[src/rtl/dpll_pkg.sv]
package dpll_pkg;
    localparam int FW = 48;   // frequency / product datapath width
    localparam int NW = 9;    // reference divider width (up to 257)
    localparam int MW = 16;   // feedback divider width

    localparam logic [FW-1:0] ONE_M     = 48'd1000000;
    localparam logic [FW-1:0] REF_HZ    = 48'd14318180;
    localparam logic [FW-1:0] F_MIN     = 48'd3125000;
    localparam logic [FW-1:0] F_MAX     = 48'd220000000;
    localparam logic [FW-1:0] F_VCO_LO  = 48'd100000000;

    localparam logic [NW-1:0] N_FIRST   = 9'd3;
    localparam logic [NW-1:0] N_LAST    = 9'd257;
    localparam logic [MW-1:0] M_FINE_LO = 16'd3;
    localparam logic [MW-1:0] M_FINE_HI = 16'd257;
    localparam logic [MW-1:0] M_CRS_HI  = 16'd1028;

    localparam logic [7:0] POST_STEP = 8'h10;
    localparam logic [7:0] LOOP_DIV1 = 8'h04;

    typedef enum logic [2:0] {
        S_IDLE, S_DIV_A, S_DIV_B, S_RANGE, S_DOUBLE, S_DIV_C, S_SWEEP, S_FIN
    } srch_state_e;
endpackage

[src/rtl/dpll_divider.sv]
module dpll_divider #(
    parameter int DVW = 48,
    parameter int DSW = 24
) (
    input  logic           clk,
    input  logic           rst_n,
    input  logic           go,
    input  logic [DVW-1:0] dividend,
    input  logic [DSW-1:0] divisor,
    output logic           valid,
    output logic [DVW-1:0] quot,
    output logic [DSW-1:0] rem
);
    localparam int CW = $clog2(DVW + 1);

    typedef struct packed {
        logic           run;
        logic           valid;
        logic [CW-1:0]  cnt;
        logic [DVW-1:0] num;
        logic [DSW-1:0] den;
        logic [DSW:0]   part;
    } div_t;

    div_t q, d;
    logic [DSW:0] trial;

    always_comb begin
        d       = q;
        d.valid = 1'b0;
        trial   = {q.part[DSW-1:0], q.num[DVW-1]};
        if (go && !q.run) begin
            d.run  = 1'b1;
            d.num  = dividend;
            d.den  = divisor;
            d.part = '0;
            d.cnt  = CW'(DVW);
        end else if (q.run) begin
            // restoring step: quotient bits shift into num from the right
            if (trial >= {1'b0, q.den}) begin
                d.part = trial - {1'b0, q.den};
                d.num  = {q.num[DVW-2:0], 1'b1};
            end else begin
                d.part = trial;
                d.num  = {q.num[DVW-2:0], 1'b0};
            end
            d.cnt = q.cnt - 1'b1;
            if (q.cnt == CW'(1)) begin
                d.run   = 1'b0;
                d.valid = 1'b1;
            end
        end
    end

    always_ff @(posedge clk or negedge rst_n) begin
        if (!rst_n) q <= '0;
        else        q <= d;
    end

    assign valid = q.valid;
    assign quot  = q.num;
    assign rem   = q.part[DSW-1:0];

    // every finished division leaves a remainder below its divisor
    a_r3_rem_below_divisor: assert property (@(posedge clk) disable iff (!rst_n)
        valid |-> ({1'b0, rem} < {1'b0, q.den}));
endmodule

[src/rtl/dpll_cand_eval.sv]
module dpll_cand_eval
    import dpll_pkg::*;
(
    input  logic [FW-1:0] f_vco,
    input  logic [NW-1:0] n_val,
    input  logic [MW-1:0] m_val,
    input  logic [FW-1:0] best_err,
    output logic          take,
    output logic [FW-1:0] cand_err
);
    logic [MW-1:0] m_eff;
    logic [FW-1:0] n_w, m_w, prod_f, prod_r;

    always_comb begin
        // fine regime uses M as is; coarse regime drops the two low bits
        if (m_val >= M_FINE_LO && m_val <= M_FINE_HI) m_eff = m_val;
        else                                          m_eff = {m_val[MW-1:2], 2'b00};
        n_w      = FW'(n_val);
        m_w      = FW'(m_eff);
        prod_f   = f_vco * n_w;
        prod_r   = REF_HZ * m_w;
        cand_err = (prod_f >= prod_r) ? (prod_f - prod_r) : (prod_r - prod_f);
        take     = (m_val <= M_CRS_HI) && (cand_err < best_err);
    end
endmodule

[src/rtl/dpll_param_search.sv]
module dpll_param_search
    import dpll_pkg::*;
#(
    parameter int PW = 24
) (
    input  logic          clk,
    input  logic          rst_n,
    input  logic          start,
    input  logic [PW-1:0] period_ps,
    output logic          busy,
    output logic          done,
    output logic          err,
    output logic [7:0]    m_code,
    output logic [7:0]    n_code,
    output logic [7:0]    div_code
);
    localparam int DSW = (PW > 24) ? PW : 24;

    typedef struct packed {
        srch_state_e    st;
        logic [PW-1:0]  p;
        logic [FW-1:0]  ratio;
        logic [FW-1:0]  f;
        logic [7:0]     post;
        logic [MW-1:0]  rat2;
        logic [FW-1:0]  rem2;
        logic [NW-1:0]  n;
        logic [MW-1:0]  m;
        logic [FW-1:0]  res;
        logic [NW-1:0]  best_n;
        logic [MW-1:0]  best_m;
        logic [FW-1:0]  best_err;
        logic           div_go;
        logic [FW-1:0]  div_a;
        logic [DSW-1:0] div_b;
        logic           done;
        logic           err;
        logic [7:0]     m_code;
        logic [7:0]     n_code;
        logic [7:0]     div_code;
    } srch_t;

    srch_t q, d;

    logic           dv_valid;
    logic [FW-1:0]  dv_quot;
    logic [DSW-1:0] dv_rem;
    logic           take;
    logic [FW-1:0]  cand_err;
    logic [FW-1:0]  sum;

    dpll_divider #(.DVW(FW), .DSW(DSW)) u_div (
        .clk     (clk),
        .rst_n   (rst_n),
        .go      (q.div_go),
        .dividend(q.div_a),
        .divisor (q.div_b),
        .valid   (dv_valid),
        .quot    (dv_quot),
        .rem     (dv_rem)
    );

    dpll_cand_eval u_eval (
        .f_vco   (q.f),
        .n_val   (q.n),
        .m_val   (q.m),
        .best_err(q.best_err),
        .take    (take),
        .cand_err(cand_err)
    );

    always_comb begin
        d        = q;
        d.div_go = 1'b0;
        d.done   = 1'b0;
        sum      = q.res + q.rem2;
        unique case (q.st)
            S_IDLE: if (start) begin
                d.err = 1'b0;
                if (period_ps == '0) begin
                    d.done = 1'b1;
                    d.err  = 1'b1;
                end else begin
                    d.p      = period_ps;
                    d.div_a  = ONE_M;
                    d.div_b  = DSW'(period_ps);
                    d.div_go = 1'b1;
                    d.st     = S_DIV_A;
                end
            end
            S_DIV_A: if (dv_valid) begin
                d.ratio  = dv_quot;
                d.div_a  = ONE_M * FW'(dv_rem);
                d.div_b  = DSW'(q.p);
                d.div_go = 1'b1;
                d.st     = S_DIV_B;
            end
            S_DIV_B: if (dv_valid) begin
                d.f  = ONE_M * q.ratio + dv_quot;
                d.st = S_RANGE;
            end
            S_RANGE: begin
                if (q.f < F_MIN || q.f > F_MAX) begin
                    d.done = 1'b1;
                    d.err  = 1'b1;
                    d.st   = S_IDLE;
                end else begin
                    d.post = '0;
                    d.st   = S_DOUBLE;
                end
            end
            S_DOUBLE: begin
                if (q.f < F_VCO_LO) begin
                    d.f    = {q.f[FW-2:0], 1'b0};
                    d.post = q.post + POST_STEP;
                end else begin
                    d.div_a  = q.f;
                    d.div_b  = DSW'(REF_HZ);
                    d.div_go = 1'b1;
                    d.st     = S_DIV_C;
                end
            end
            S_DIV_C: if (dv_valid) begin
                // state for N = 1: M and remainder of F / Fref
                d.rat2     = dv_quot[MW-1:0];
                d.rem2     = FW'(dv_rem);
                d.n        = 9'd1;
                d.m        = dv_quot[MW-1:0];
                d.res      = FW'(dv_rem);
                d.best_err = '1;
                d.best_n   = '0;
                d.best_m   = '0;
                d.st       = S_SWEEP;
            end
            S_SWEEP: begin
                if (q.n >= N_FIRST && take) begin
                    d.best_n   = q.n;
                    d.best_m   = q.m;
                    d.best_err = cand_err;
                end
                if (q.n == N_LAST) begin
                    d.st = S_FIN;
                end else begin
                    d.n = q.n + 1'b1;
                    if (sum >= REF_HZ) begin
                        d.res = sum - REF_HZ;
                        d.m   = q.m + q.rat2 + 1'b1;
                    end else begin
                        d.res = sum;
                        d.m   = q.m + q.rat2;
                    end
                end
            end
            S_FIN: begin
                d.n_code = 8'(q.best_n - 9'd2);
                if (q.best_m > M_FINE_HI) begin
                    d.m_code   = 8'((q.best_m >> 2) - 16'd2);
                    d.div_code = q.post;
                end else begin
                    d.m_code   = 8'(q.best_m - 16'd2);
                    d.div_code = q.post | LOOP_DIV1;
                end
                d.done = 1'b1;
                d.st   = S_IDLE;
            end
            default: d.st = S_IDLE;
        endcase
    end

    always_ff @(posedge clk or negedge rst_n) begin
        if (!rst_n) q <= '0;
        else        q <= d;
    end

    assign busy     = (q.st != S_IDLE);
    assign done     = q.done;
    assign err      = q.err;
    assign m_code   = q.m_code;
    assign n_code   = q.n_code;
    assign div_code = q.div_code;

    a_r2_done_one_cycle: assert property (@(posedge clk) disable iff (!rst_n)
        done |=> !done);
    a_r2_done_when_idle: assert property (@(posedge clk) disable iff (!rst_n)
        done |-> !busy);
    a_r3_reject_keeps_codes: assert property (@(posedge clk) disable iff (!rst_n)
        (done && err) |-> ($stable(m_code) && $stable(n_code) && $stable(div_code)));
    a_r5_best_m_bounded: assert property (@(posedge clk) disable iff (!rst_n)
        (q.st == S_SWEEP && q.n >= N_FIRST && take) |=> (q.best_m <= M_CRS_HI));
    a_r6_best_err_never_rises: assert property (@(posedge clk) disable iff (!rst_n)
        (q.st == S_SWEEP && $past(q.st == S_SWEEP)) |-> (q.best_err <= $past(q.best_err)));
    a_r7_unused_code_bits_zero: assert property (@(posedge clk) disable iff (!rst_n)
        (done && !err) |-> (div_code[3] == 1'b0 && div_code[1:0] == 2'b00));
    a_r8_busy_start_ignored: assert property (@(posedge clk) disable iff (!rst_n)
        (busy && start) |=> $stable(q.p));
endmodule

[config.mk]
export PLATFORM = sky130hd
export DESIGN_NAME = dpll_param_search
export DESIGN_NICKNAME = d
export VERILOG_FILES = /design/src/rtl/dpll_pkg.sv /design/src/rtl/dpll_divider.sv /design/src/rtl/dpll_cand_eval.sv /design/src/rtl/dpll_param_search.sv
export SDC_FILE = /design/constraint.sdc
export NUM_CORES = 2
export LEC_CHECK = 0
export ABC_CLOCK_PERIOD_IN_PS = 12900
export BUFFER_PORTS_ARGS = -buffer_cell sky130_fd_sc_hd__buf_2
export CAP_MARGIN = 20
export CORE_UTILIZATION = 53
export DETAILED_ROUTE_END_ITERATION = 6
export PLACE_DENSITY = 0.69
export SKIP_CTS_REPAIR_TIMING = 1
export SLEW_MARGIN = 40
export SYNTH_ARGS = -nofsm -noshare
export SYNTH_HDL_FRONTEND = slang
export SYNTH_HIERARCHICAL = 1
export SYNTH_SLANG_ARGS = --single-unit
[constraint.sdc]
create_clock -name clk -period 12.9 [get_ports clk]
set_input_delay 0.645 -clock clk [delete_from_list [all_inputs] [get_ports clk]]
set_output_delay 0.645 -clock clk [all_outputs]
set_load 0.005 [all_outputs]
==> results.py <==
metrics = {
    "global_route": {
        "grt_max_degree": 136,
        "grtUsageTotal_pct": 30.3,
        "antenna_found_initial": 0,
        "grt_pass1_wl_mm": 301,
        "grt_pass1_vias": 54200,
        "grt-ovfl-total": 0,
    },
    "hold_path": {
        "hold_class": "input pin to flip-flop",
        "hold_end": "q[420]",
        "hold_depth": 3,
        "min_from": "period_ps[7]",
    },
    "run": {
        "cap_violations": 0,
    },
    "floorplan": {
        "ios": 54,
        "dieWidth_um": 354,
        "start_util_pct": 53.7,
        "die_area_um2": 125000,
        "fp.dieH_um": 354,
        "rows": 128,
        "core_um2": 122000,
    },
    "route": {
        "wire_per_inst_um": 20.8,
        "drc": 3,
        "first_pass_iters": 7,
        "vias": 53100,
        "antenna_left": 0,
        "drtIter0Drc": 3809,
        "wl_mm": 188,
        "via_per_inst": 5.86,
    },
    "worst_setup_path": {
        "reg2reg_depth": 64,
        "crit_top_cell": "a21o_1",
        "worstSetupEndpointType": "flip-flop",
        "slowest_delay_ns": 0.53,
        "worstPathMaxFanout": 13,
        "worst_setup_path_start_kind": "flip-flop",
        "critPathKind": "flip-flop to flip-flop",
        "regToRegSetupSlack_ns": 0.56,
        "cp.arrival_ns": 12.91,
        "r2r-end": "q[99]",
        "crit_required_ns": 13.47,
        "reg2reg_from": "q[222]",
        "cp_slowest_cell": "fa_1",
    },
    "clock_tree": {
        "clk_pin_slew_ns": 0.06,
        "root_buffer": "clkbuf_16",
        "cts_tree": "built",
        "h-tree-depth": 3,
        "cts_sinks": 506,
        "cts_buffer_depth": 3,
        "cts_buffers": 67,
        "insertion_delay_ns": 0.67,
    },
    "synthesis": {
        "yosys.area_share.xor_xnor_pct": 4.86,
        "ys_types": 126,
        "ys_seq_area_share_pct": 19.3,
        "synthAdderAreaFrac_pct": 33.6,
        "synthSimpleGateAreaFrac_pct": 15.1,
        "ys_seq_elements": 506,
        "synth_compound_area_share_pct": 16.1,
        "synth_async_sr_flop_share_pct": 100,
        "synth_area_um2": 65600,
        "synth_top_family_by_area": "adder cells",
        "synth_edf_count": 0,
        "yosys-mux-area-fraction_pct": 1.75,
        "synthCells": 7567,
        "ys_warn_count": 6,
        "synth_ff_type": "dfrtp_1",
        "synth.avg_cell_area_um2": 8.67,
    },
    "finish": {
        "fillers": 11000,
        "diodes": 0,
        "final_layout_size_suffix_gt1_share_pct": 5.90,
        "area_growth_pct": 5.82,
        "finalNetCount": 8783,
    },
    "timing": {
        "post-route-min-period_ns": 12.34,
        "finalSetupViolCount": 0,
        "final_hold_viol_count": 0,
        "slew_headroom_pct": 43.5,
        "fin_crit_sh_pct": 95.7,
        "worst_clock_skew_ns": 0.0296,
        "tightest_slew_ns": 0.841,
        "finalWorstSetupSlack_ns": 0.556,
        "whs_ns": 0.214,
        "slew_viol_final": 0,
        "fmax_ghz": 0.0810,
    },
    "outcome": {
        "status": "finished with violations",
        "violations": "DRC",
    },
    "placement": {
        "gp_congestion": 0.960,
        "dp_worst_setup_slack_ns": -0.142,
        "dp_hpwl_mm": 145,
        "io_buffers": 50,
    },
}
==> state kept, by name, indices dropped and copies added (netlist names) <==
signal and cells:
err 1, u_div/valid 1, done 1, div_code 5, u_div/q 31, m_code 8, u_div/quot 48, u_div/rem 24
n_code 8, q 379
==> synthesized netlist by cell type (27+ instances only) <==
| cell type | number | share of area [%] |
|---|---|---|
| nor2b_1 | 49 | 0.47 |
| mux2i_1 | 102 | 1.6 |
| nor3_1 | 131 | 1.0 |
| a21oi_1 | 381 | 2.9 |
| and3_1 | 37 | 0.35 |
| a211oi_1 | 45 | 0.52 |
| nand3_1 | 117 | 0.89 |
| nand4_1 | 69 | 0.66 |
| a22oi_1 | 32 | 0.37 |
| dfrtp_1 | 506 | 19 |
| o21bai_1 | 45 | 0.52 |
| o21a_1 | 40 | 0.46 |
| nand2_1 | 953 | 5.5 |
| buf_4 | 103 | 1.2 |
| xnor2_1 | 232 | 3.1 |
| fa_1 | 664 | 20 |
| a31oi_1 | 35 | 0.33 |
| o211ai_1 | 27 | 0.31 |
| xor2_1 | 126 | 1.7 |
| inv_1 | 1076 | 6.2 |
| buf_1 | 27 | 0.15 |
| clkbuf_1 | 248 | 1.4 |
| o21ai_0 | 484 | 3.7 |
| or3_1 | 42 | 0.40 |
| o21ai_1 | 37 | 0.28 |
| nor4_1 | 28 | 0.27 |
| and2_1 | 164 | 1.6 |
| nand2b_1 | 46 | 0.44 |
| nor2_1 | 365 | 2.1 |
| ha_1 | 701 | 13 |
| a21o_1 | 174 | 2.0 |
==> cells by family after synthesis <==
group	count (synthesis)
AO/OA/AOI/OAI	1621
other	1
buffers and inverters	1487
AND/OR/NAND/NOR	2113
adder cells (fa/ha/maj)	1365
flip-flops	506
XOR/XNOR	361
multiplexers	113
==> cells in the final DEF (no fill, tap or decap), drive strengths merged, types with 42 or more instances in the layout <==
cell,n
nand2,955
and3,42
inv,1080
buf,158
nand2b,46
dfrtp,506
nand3,118
mux2i,102
o21bai,48
a211oi,58
xnor2,235
nor3,133
o21ai,527
a21o,175
a21oi,392
and2,165
nor2b,49
nand4,71
or3,43
nor2,366
xor2,126
ha,701
clkbuf,93
fa,664
==> worst max path at each step <==
stage	start	slack, ns	depth (start not counted)	end
after floorplan	q[223]	0.98	66	q[137]
after global placement	q[222]	0.30	62	q[160]
after detailed placement	q[222]	-0.14	62	q[161]
after CTS	q[223]	-0.19	60	q[161]
after global routing	q[222]	-0.06	65	q[164]
final	q[222]	0.56	64	q[99]
==> layout make-up <==
cell class                      count  area, um2  area share, %
Inverter                         1077       4040           5.83
Clock inverter                     27        345          0.498
Tap cell                         1625       2030           2.93
Sequential cell                   506      12700           18.3
Clock buffer                       90       1880           2.72
Timing Repair Buffer              162       1290           1.86
Multi-Input combinational cell   5577      47100           67.9
==> per-layer routing <==
layer | track usage [%] | up-vias | part of all wire, %
met5 | 0 | - | 0
met4 | 15.9 | 0 | 5.8
met3 | 3.31 | 398 | 5.4
met2 | 49.4 | 1709 | 46
met1 | 39.8 | 26200 | 43
li1 | - | 24800 | -
==> per-stage QoR <==
step                utilization [%]  instance area (um2)  cells  setup TNS, ns
floorplan                         -                65600   7569              0
global placement               54.6                66700   8925              0
detailed placement             54.7                66800   8929          -2.34
CTS                            56.5                69000   9046          -4.83
global route                   56.8                69400   9064          -1.61
finish                         56.8                69400   9064              0
==> worst max-delay path: cells and delay by family, from the launching register on <==
family,cells,cell delay (ns)
and+or+nand+nor,14,1.94
AOI/OAI and AO/OA,28,5.03
DFF,1,0.37
adders and majority gates,10,3.47
buffers and inverters,11,1.11
xor gates and xnor gates,1,0.27
Power is not shown: default switching activity piles up to over one toggle a cycle in this logic, so the estimate is an artifact.
